<file path="config.mk">
export PLATFORM = sky130hd
export DESIGN_NAME = isc_source_ctrl
export DESIGN_NICKNAME = d
export VERILOG_FILES = /design/src/rtl/isc_pkg.sv /design/src/rtl/isc_source_slice.sv /design/src/rtl/isc_pick.sv /design/src/rtl/isc_scan_fsm.sv /design/src/rtl/isc_source_ctrl.sv
export SDC_FILE = /design/constraint.sdc
export NUM_CORES = 1
export LEC_CHECK = 0
export ABC_CLOCK_PERIOD_IN_PS = 2000
export BUFFER_PORTS_ARGS = -buffer_cell sky130_fd_sc_hd__buf_2
export CAP_MARGIN = 20
export CORE_AREA = 2 2 114 116
export DETAILED_ROUTE_END_ITERATION = 16
export DIE_AREA = 0 0 116 118
export PLACE_DENSITY = 0.74
export SLEW_MARGIN = 15
export SYNTH_ARGS = -nofsm -noshare
export SYNTH_HDL_FRONTEND = slang
export SYNTH_SLANG_ARGS = --single-unit
</file>
<file path="constraint.sdc">
create_clock -name clk -period 2 [get_ports clk]
set_clock_uncertainty 0.05 [all_clocks]
set_input_delay 0.2 -clock clk [delete_from_list [all_inputs] [get_ports clk]]
set_output_delay 0.2 -clock clk [all_outputs]
set_load 0.02 [all_outputs]
</file>
<file path="src/rtl/isc_pkg.sv">
package isc_pkg;

    typedef enum logic [0:0] {
        SC_IDLE = 1'b0,
        SC_WALK = 1'b1
    } scan_state_e;

    typedef struct packed {
        logic asserted;
        logic sent;
        logic rejected;
        logic mpend;
        logic queued;
    } src_stat_t;

endpackage

</file>
<file path="src/rtl/isc_source_slice.sv">
module isc_source_slice
    import isc_pkg::*;
#(
    parameter bit IS_LEVEL = 1'b0,
    parameter int SRV_W    = 4,
    parameter int PRIO_W   = 8
) (
    input  logic              clk,
    input  logic              rst_n,
    input  logic              line_i,
    input  logic              msg_i,
    input  logic              cfg_we_i,
    input  logic [SRV_W-1:0]  cfg_server_i,
    input  logic [PRIO_W-1:0] cfg_prio_i,
    input  logic [PRIO_W-1:0] cfg_saved_i,
    input  logic              rej_i,
    input  logic              eoi_i,
    input  logic              scan_i,
    input  logic              grant_i,
    output logic              queued_o,
    output logic [SRV_W-1:0]  server_o,
    output logic [PRIO_W-1:0] prio_o
);

    localparam logic [PRIO_W-1:0] MASKED = '1;

    src_stat_t         st_q, st_n;
    logic [SRV_W-1:0]  server_q, server_n;
    logic [PRIO_W-1:0] prio_q, prio_n;
    logic [PRIO_W-1:0] saved_q, saved_n;
    logic              fire;
    logic              lvl_chk;

    // next-state: delivery, notifications, config, input events, walk visit
    always_comb begin
        st_n     = st_q;
        server_n = server_q;
        prio_n   = prio_q;
        saved_n  = saved_q;
        fire     = 1'b0;
        lvl_chk  = 1'b0;

        if (grant_i) begin
            st_n.queued = 1'b0;
        end

        if (rej_i) begin
            if (IS_LEVEL) begin
                st_n.sent = 1'b0;
            end else begin
                st_n.rejected = 1'b1;
            end
        end

        if (eoi_i && IS_LEVEL) begin
            st_n.sent = 1'b0;
        end

        if (cfg_we_i) begin
            server_n = cfg_server_i;
            prio_n   = cfg_prio_i;
            saved_n  = cfg_saved_i;
            if (IS_LEVEL) begin
                lvl_chk = 1'b1;
            end else if (st_n.mpend && (prio_n != MASKED)) begin
                st_n.mpend = 1'b0;
                fire       = 1'b1;
            end
        end

        if (IS_LEVEL && (line_i != st_q.asserted)) begin
            st_n.asserted = line_i;
            lvl_chk       = 1'b1;
        end

        if (!IS_LEVEL && msg_i) begin
            if (prio_n == MASKED) begin
                st_n.mpend = 1'b1;
            end else begin
                fire = 1'b1;
            end
        end

        if (scan_i) begin
            if (IS_LEVEL) begin
                lvl_chk = 1'b1;
            end else if (st_n.rejected) begin
                st_n.rejected = 1'b0;
                if (prio_n != MASKED) begin
                    fire = 1'b1;
                end
            end
        end

        if (lvl_chk && (prio_n != MASKED) && st_n.asserted && !st_n.sent) begin
            st_n.sent = 1'b1;
            fire      = 1'b1;
        end

        if (fire) begin
            st_n.queued = 1'b1;
        end
    end

    always_ff @(posedge clk) begin
        if (!rst_n) begin
            st_q     <= '0;
            server_q <= '0;
            prio_q   <= MASKED;
            saved_q  <= MASKED;
        end else begin
            st_q     <= st_n;
            server_q <= server_n;
            prio_q   <= prio_n;
            saved_q  <= saved_n;
        end
    end

    assign queued_o = st_q.queued;
    assign server_o = server_q;
    assign prio_o   = prio_q;

    p_masked_silent_r3: assert property (@(posedge clk) disable iff (!rst_n)
        $rose(st_q.queued) |-> (prio_q != MASKED));

    p_level_marks_sent_r5: assert property (@(posedge clk) disable iff (!rst_n)
        (IS_LEVEL && $rose(st_q.queued)) |-> st_q.sent);

    p_mpend_release_r4: assert property (@(posedge clk) disable iff (!rst_n)
        $fell(st_q.mpend) |-> st_q.queued);

    p_cfg_saved_r4: assert property (@(posedge clk) disable iff (!rst_n)
        cfg_we_i |=> (saved_q == $past(cfg_saved_i)));

endmodule

</file>
<file path="src/rtl/isc_pick.sv">
module isc_pick #(
    parameter int N     = 8,
    parameter int IDX_W = 3
) (
    input  logic             clk,
    input  logic             rst_n,
    input  logic [N-1:0]     pending_i,
    input  logic             ready_i,
    output logic             valid_o,
    output logic [IDX_W-1:0] sel_o,
    output logic [N-1:0]     grant_o
);

    logic             lock_q;
    logic [IDX_W-1:0] lock_idx_q;
    logic [IDX_W-1:0] lowest;

    always_comb begin
        lowest = '0;
        for (int i = N - 1; i >= 0; i--) begin
            if (pending_i[i]) begin
                lowest = IDX_W'(i);
            end
        end
    end

    assign valid_o = |pending_i;
    assign sel_o   = lock_q ? lock_idx_q : lowest;

    always_comb begin
        grant_o = '0;
        if (valid_o && ready_i) begin
            grant_o[sel_o] = 1'b1;
        end
    end

    // hold the shown choice across a stall so the payload cannot switch
    always_ff @(posedge clk) begin
        if (!rst_n) begin
            lock_q     <= 1'b0;
            lock_idx_q <= '0;
        end else begin
            lock_q     <= valid_o && !ready_i;
            lock_idx_q <= sel_o;
        end
    end

    p_hold_choice_r9: assert property (@(posedge clk) disable iff (!rst_n)
        (valid_o && !ready_i) |=> (valid_o && (sel_o == $past(sel_o))));

    p_single_grant_r9: assert property (@(posedge clk) disable iff (!rst_n)
        $onehot0(grant_o));

endmodule

</file>
<file path="src/rtl/isc_scan_fsm.sv">
module isc_scan_fsm
    import isc_pkg::*;
#(
    parameter int N     = 8,
    parameter int IDX_W = 3
) (
    input  logic         clk,
    input  logic         rst_n,
    input  logic         start_i,
    input  logic         stall_i,
    output logic [N-1:0] hit_o
);

    localparam logic [IDX_W-1:0] LAST = IDX_W'(N - 1);

    scan_state_e      state_q, state_n;
    logic [IDX_W-1:0] idx_q, idx_n;

    always_comb begin
        state_n = state_q;
        idx_n   = idx_q;
        unique case (state_q)
            SC_IDLE: begin
                if (start_i) begin
                    state_n = SC_WALK;
                    idx_n   = '0;
                end
            end
            SC_WALK: begin
                if (!stall_i) begin
                    if (idx_q == LAST) begin
                        state_n = SC_IDLE;
                        idx_n   = '0;
                    end else begin
                        idx_n = idx_q + 1'b1;
                    end
                end
            end
            default: state_n = SC_IDLE;
        endcase
    end

    always_ff @(posedge clk) begin
        if (!rst_n) begin
            state_q <= SC_IDLE;
            idx_q   <= '0;
        end else begin
            state_q <= state_n;
            idx_q   <= idx_n;
        end
    end

    always_comb begin
        hit_o = '0;
        unique case (state_q)
            SC_IDLE: hit_o = '0;
            SC_WALK: begin
                if (!stall_i) begin
                    hit_o[idx_q] = 1'b1;
                end
            end
            default: hit_o = '0;
        endcase
    end

    p_walk_order_r8: assert property (@(posedge clk) disable iff (!rst_n)
        (state_q == SC_WALK && !stall_i && idx_q != LAST)
        |=> (state_q == SC_WALK && idx_q == IDX_W'($past(idx_q) + 1'b1)));

    p_walk_freeze_r9: assert property (@(posedge clk) disable iff (!rst_n)
        (state_q == SC_WALK && stall_i) |=> (state_q == SC_WALK && $stable(idx_q)));

endmodule

</file>
<file path="src/rtl/isc_source_ctrl.sv">
module isc_source_ctrl
    import isc_pkg::*;
#(
    parameter int                   NUM_SRC      = 8,
    parameter logic [NUM_SRC-1:0]   SRC_IS_LEVEL = 8'hF0,
    parameter int                   NUM_W        = 8,
    parameter int                   BASE         = 16,
    parameter int                   SRV_W        = 4,
    parameter int                   PRIO_W       = 8,
    localparam int                  IDX_W        = (NUM_SRC > 1) ? $clog2(NUM_SRC) : 1
) (
    input  logic               clk,
    input  logic               rst_n,
    input  logic [NUM_SRC-1:0] line_i,
    input  logic [NUM_SRC-1:0] msg_i,
    input  logic               cfg_we_i,
    input  logic [IDX_W-1:0]   cfg_idx_i,
    input  logic [SRV_W-1:0]   cfg_server_i,
    input  logic [PRIO_W-1:0]  cfg_prio_i,
    input  logic [PRIO_W-1:0]  cfg_saved_i,
    input  logic               rej_valid_i,
    input  logic [NUM_W-1:0]   rej_num_i,
    input  logic               eoi_valid_i,
    input  logic [NUM_W-1:0]   eoi_num_i,
    input  logic               replay_i,
    output logic               req_valid_o,
    input  logic               req_ready_i,
    output logic [NUM_W-1:0]   req_num_o,
    output logic [SRV_W-1:0]   req_server_o,
    output logic [PRIO_W-1:0]  req_prio_o
);

    localparam logic [NUM_W:0] LO_NUM = (NUM_W + 1)'(BASE);
    localparam logic [NUM_W:0] HI_NUM = (NUM_W + 1)'(BASE + NUM_SRC);

    logic [NUM_SRC-1:0] queued;
    logic [NUM_SRC-1:0] grant;
    logic [NUM_SRC-1:0] scan_hit;
    logic [NUM_SRC-1:0] rej_hit;
    logic [NUM_SRC-1:0] eoi_hit;
    logic [SRV_W-1:0]   srv_arr  [NUM_SRC];
    logic [PRIO_W-1:0]  prio_arr [NUM_SRC];
    logic [IDX_W-1:0]   sel;
    logic               stall;
    logic               rej_in, eoi_in;
    logic [IDX_W-1:0]   rej_idx, eoi_idx;

    assign rej_in  = ({1'b0, rej_num_i} >= LO_NUM) && ({1'b0, rej_num_i} < HI_NUM);
    assign eoi_in  = ({1'b0, eoi_num_i} >= LO_NUM) && ({1'b0, eoi_num_i} < HI_NUM);
    assign rej_idx = IDX_W'(rej_num_i - NUM_W'(BASE));
    assign eoi_idx = IDX_W'(eoi_num_i - NUM_W'(BASE));

    always_comb begin
        rej_hit = '0;
        eoi_hit = '0;
        if (rej_valid_i && rej_in) rej_hit[rej_idx] = 1'b1;
        if (eoi_valid_i && eoi_in) eoi_hit[eoi_idx] = 1'b1;
    end

    generate
        for (genvar g = 0; g < NUM_SRC; g++) begin : g_src
            isc_source_slice #(
                .IS_LEVEL (SRC_IS_LEVEL[g]),
                .SRV_W    (SRV_W),
                .PRIO_W   (PRIO_W)
            ) u_slice (
                .clk          (clk),
                .rst_n        (rst_n),
                .line_i       (line_i[g]),
                .msg_i        (msg_i[g]),
                .cfg_we_i     (cfg_we_i && (cfg_idx_i == IDX_W'(g))),
                .cfg_server_i (cfg_server_i),
                .cfg_prio_i   (cfg_prio_i),
                .cfg_saved_i  (cfg_saved_i),
                .rej_i        (rej_hit[g]),
                .eoi_i        (eoi_hit[g]),
                .scan_i       (scan_hit[g]),
                .grant_i      (grant[g]),
                .queued_o     (queued[g]),
                .server_o     (srv_arr[g]),
                .prio_o       (prio_arr[g])
            );
        end
    endgenerate

    isc_pick #(
        .N     (NUM_SRC),
        .IDX_W (IDX_W)
    ) u_pick (
        .clk       (clk),
        .rst_n     (rst_n),
        .pending_i (queued),
        .ready_i   (req_ready_i),
        .valid_o   (req_valid_o),
        .sel_o     (sel),
        .grant_o   (grant)
    );

    assign stall = req_valid_o && !req_ready_i;

    isc_scan_fsm #(
        .N     (NUM_SRC),
        .IDX_W (IDX_W)
    ) u_scan (
        .clk     (clk),
        .rst_n   (rst_n),
        .start_i (replay_i),
        .stall_i (stall),
        .hit_o   (scan_hit)
    );

    assign req_num_o    = NUM_W'(BASE) + NUM_W'(sel);
    assign req_server_o = srv_arr[sel];
    assign req_prio_o   = prio_arr[sel];

    p_num_in_range_r2: assert property (@(posedge clk) disable iff (!rst_n)
        req_valid_o |-> (({1'b0, req_num_o} >= LO_NUM) && ({1'b0, req_num_o} < HI_NUM)));

    p_stall_holds_r9: assert property (@(posedge clk) disable iff (!rst_n)
        (req_valid_o && !req_ready_i) |=> (req_valid_o && $stable(req_num_o)));

endmodule

</file>
==> impl_metrics.env <==
export IMPL_routed_wire_length_per_instance_um=20.48
export IMPL_cell_count_after_synthesis=780
export IMPL_timing_final_setup_violations=17
export IMPL_holdCritPathClass="in -> reg"
export IMPL_clk_insertion_delay_late_ps=420
export IMPL_area_delta_synth_final_pct=31.80
export IMPL_cts_tree="built"
export IMPL_synth_seq_cells=128
export IMPL_boundaryPins=83
export IMPL_yosys_cell_types_count=63
export IMPL_max_slew_worst_pin_slew_ps=623.7
export IMPL_clock_tree_buffer_depth=2
export IMPL_detailed_place_hpwl_um=13720
export IMPL_mostFrequentLayoutCells="sky130_fd_sc_hd__nand2_1, sky130_fd_sc_hd__dfxtp_1, sky130_fd_sc_hd__nand3_1, sky130_fd_sc_hd__buf_4"
export IMPL_post_route_worst_setup_slack_ps=-606.0
export IMPL_kind_of_start_point_of_the_critical_path="flop"
export IMPL_insertedDiodeCount=0
export IMPL_ys_warn_count=0
export IMPL_drt_pass1_iter_count=6
export IMPL_routedLengthMet1_um=8289
export IMPL_power_leakage_nw=3.432
export IMPL_postSynth_asyncResetShare_pct=0
export IMPL_result_of_the_run="finished with violations"
export IMPL_highest_layer="met4"
export IMPL_drive_above_1_share_pct=27.31
export IMPL_antenna_left=0
export IMPL_drt_iter0_markers=583
export IMPL_grt_max_degree=61
export IMPL_total_via_count_after_detailed_routing=6507
export IMPL_wirelength_um=21440
export IMPL_number_of_pins_with_negative_max_slew_slack_in_the_final_report=0
export IMPL_post_layout_total_power_mw=8.691
export IMPL_timing_setup_critical_path_class="reg -> out"
export IMPL_rr_endpoint="g_src[7].u_slice.queued_o"
export IMPL_cts_root_buffer="sky130_fd_sc_hd__clkbuf_16"
export IMPL_cts_reportedPaths_clkPinSlew_ps=50
export IMPL_post_drt_via_cell_ratio=6.215
export IMPL_gr_total_overflow=0
export IMPL_synth_seq_area_share_pct=40.50
export IMPL_clock_sinks=128
export IMPL_timing_reg2reg_worst_path_depth=8
export IMPL_final_min_period_over_clock_period_pct=130.3
export IMPL_place_worst_setup_slack_ps=-253.9
export IMPL_timing_hold_worst_start="msg_i[2]"
export IMPL_period_needed_ps=2606
export IMPL_max_cap_violations=0
export IMPL_final_hold_viol_count=0
export IMPL_wl_met3_um=2005
export IMPL_grt_use_total_pct=30.60
export IMPL_crit_path_max_incr_delay_ps=340
export IMPL_dieWidth_um=116
export IMPL_antenna_found_initial=0
export IMPL_die_area_um2=13690
export IMPL_cp_required_ps=1750
export IMPL_crit_path_cell_trace="buf_4 > nand2b_1 > a221o_1 > a21o_4 > clkinv_8 > mux2i_1 > o221ai_2 > buf_4"
export IMPL_nNetsFinal=935
export IMPL_placement_rows=41
export IMPL_detail_route_drc_violations=0
export IMPL_yosys_most_used_dff="sky130_fd_sc_hd__dfxtp_1"
export IMPL_first_pass_grt_wire_length_um=32560
export IMPL_synthesis_area_per_instance_um2=8.112
export IMPL_finished_core_util_pct=67.17
export IMPL_cp_slowest_cell="sky130_fd_sc_hd__dfxtp_2"
export IMPL_max_slew_margin_rel_pct=57.89
export IMPL_met2_wirelength_um=10280
export IMPL_number_of_global_route_vias_before_repair=6286
export IMPL_rr_startpoint="g_src[7].u_slice.queued_o"
export IMPL_gp_congestion=0.8863
export IMPL_core_area_um2=12410
export IMPL_mostFrequentLayoutCell="sky130_fd_sc_hd__nand2_1"
export IMPL_violations="setup timing"
export IMPL_rsz0062_at_grt="yes"
export IMPL_slack_of_the_worst_reg_to_reg_path_ps=-60
export IMPL_start_util_pct=50.97
export IMPL_vdd_ir_max_mv=0.7807
export IMPL_die_h_um=118
export IMPL_htree_levels=4
export IMPL_critPathMaxFanout=12
export IMPL_critical_path_top_delay_family="compound AO/OA/AOI/OAI gates"
export IMPL_filler_cell_count=939
export IMPL_hold_path_cell_count=3
export IMPL_crit_arrival_ps=2360
export IMPL_cellPowerDensity_nw_per_um2=1042
export IMPL_max_freq_mhz=383.7
export IMPL_cp_buffers_inverters=3
export IMPL_synth_enable_flop_cells=0
export IMPL_worstSetupEndpointType="output port"
export IMPL_port_buffer_count=61
export IMPL_crit_path_frequent_cell="sky130_fd_sc_hd__buf_4"
export IMPL_synth_cell_area_um2=6327
export IMPL_cts_made_buffers=17
export IMPL_worst_hold_path_endpoint="g_src[2].u_slice.queued_o"
[registers in the layout, summed over array words and instances (netlist names)]
name / count
g_src.u_slice.prio_o: 64
g_src.u_slice.server_o: 32
g_src.u_slice.st_q: 16
g_src.u_slice.queued_o: 8
u_pick.lock_idx_q: 3
u_scan.idx_q: 3
u_pick.lock_q: 1
u_scan.state_q: 1
[routing by layer]
metal / GRT usage (%) / up-vias
met5: 0 / -
met4: 12.35 / 0
met3: 7.312 / 75
met2: 49.71 / 366
met1: 38.76 / 3125
li1: - / 2941
[power by group]
| group | switching (mW) | internal (mW) | leakage [nW] | total [mW] |
|---|---|---|---|---|
| clock network | 1.12 | 2.14 | 0.291 | 3.26 |
| logic | 1.45 | 1.20 | 2.09 | 2.65 |
| registers | 0.114 | 2.67 | 1.05 | 2.79 |
| total | 2.68 | 6.01 | 3.43 | 8.69 |
[Yosys cell counts, types with 3 or more instances]
cell type,instances,share of area (%)
sky130_fd_sc_hd__a211oi_1,6,0.71
sky130_fd_sc_hd__nor2b_1,3,0.30
sky130_fd_sc_hd__nand4_1,21,2.1
sky130_fd_sc_hd__nor3_1,13,1.0
sky130_fd_sc_hd__buf_2,3,0.24
sky130_fd_sc_hd__nor2_1,29,1.7
sky130_fd_sc_hd__nand2_1,207,12
sky130_fd_sc_hd__dfxtp_1,128,40
sky130_fd_sc_hd__nor3b_1,3,0.36
sky130_fd_sc_hd__buf_4,12,1.4
sky130_fd_sc_hd__nand4b_1,3,0.42
sky130_fd_sc_hd__nand3_1,76,6.0
sky130_fd_sc_hd__mux2_2,7,1.2
sky130_fd_sc_hd__nand2b_1,4,0.40
sky130_fd_sc_hd__a21o_1,3,0.36
sky130_fd_sc_hd__mux2_1,5,0.89
sky130_fd_sc_hd__ha_1,10,2.0
sky130_fd_sc_hd__buf_6,5,0.89
sky130_fd_sc_hd__a22oi_1,4,0.47
sky130_fd_sc_hd__mux2i_1,24,3.8
sky130_fd_sc_hd__nor4_1,5,0.49
sky130_fd_sc_hd__a31oi_1,4,0.40
sky130_fd_sc_hd__o311ai_0,8,1.1
sky130_fd_sc_hd__a32oi_1,24,3.3
sky130_fd_sc_hd__o221ai_2,12,2.8
sky130_fd_sc_hd__o31ai_1,4,0.47
sky130_fd_sc_hd__o21ai_0,12,0.95
sky130_fd_sc_hd__a21oi_1,47,3.7
sky130_fd_sc_hd__clkbuf_1,48,2.8
sky130_fd_sc_hd__inv_1,10,0.59
[stage by stage]
step                instances  TNS [ps]  hold WS (ps)  cell area (um2)
floorplan                 783     -1103         320.0             6355
global placement         1002     -2754         392.0             7003
detailed placement       1003     -2718         396.7             7014
CTS                      1043     -6465         25.01             8061
global route             1047     -8205         66.75             8339
finish                   1047     -7411         35.22             8339
[area by class of cell]
| type | instances | area [um2] | area share (%) |
|---|---|---|---|
| Multi-Input combinational cell | 573 | 3815 | 45.75 |
| Clock inverter | 10 | 160.2 | 1.920 |
| Tap cell | 172 | 215.2 | 2.581 |
| Timing Repair Buffer | 129 | 1037 | 12.44 |
| Clock buffer | 21 | 460.4 | 5.521 |
| Timing Repair inverter | 2 | 25.02 | 0.3001 |
| Inverter | 12 | 50.05 | 0.6001 |
| Sequential cell | 128 | 2576 | 30.89 |
[worst min-delay path, delay by kind of cell]
kind                   cells  cell delay [ps]
AO/OA/AOI/OAI              1              100
AND/OR/NAND/NOR            1               80
buffers and inverters      1              100
[cell families after synthesis]
group / Yosys count / synth area share [%]
simple gates: 382 / 28.16
other cells: 2 / 0.1187
fa+ha+maj: 10 / 1.977
flops: 128 / 40.50
mux: 36 / 5.932
buf+inv: 82 / 6.348
compound gates: 140 / 16.97
[worst max path at each step]
stage                            endpoint  slack (ps)                      start  depth (start not counted)
after floorplan             req_prio_o[0]        -110  g_src[3].u_slice.queued_o                          5
after global placement    req_server_o[0]        -260  g_src[5].u_slice.queued_o                          5
after detailed placement  req_server_o[3]        -250              u_pick.lock_q                          7
after CTS                   req_prio_o[3]        -530  g_src[2].u_slice.queued_o                          6
after global routing        req_prio_o[4]        -640  g_src[7].u_slice.queued_o                          8
final                       req_prio_o[4]        -610  g_src[7].u_slice.queued_o                          8
[what timing repair did]
item                       4_1_cts  5_1_grt
cloned                           4        3
pin swaps                       12       12
hold buffers                     0        0
resized for setup               76       40
setup endpoints to repair       17       28
buffers inserted                 6        1
No activity file was read; power rests on OpenSTA's default activity.
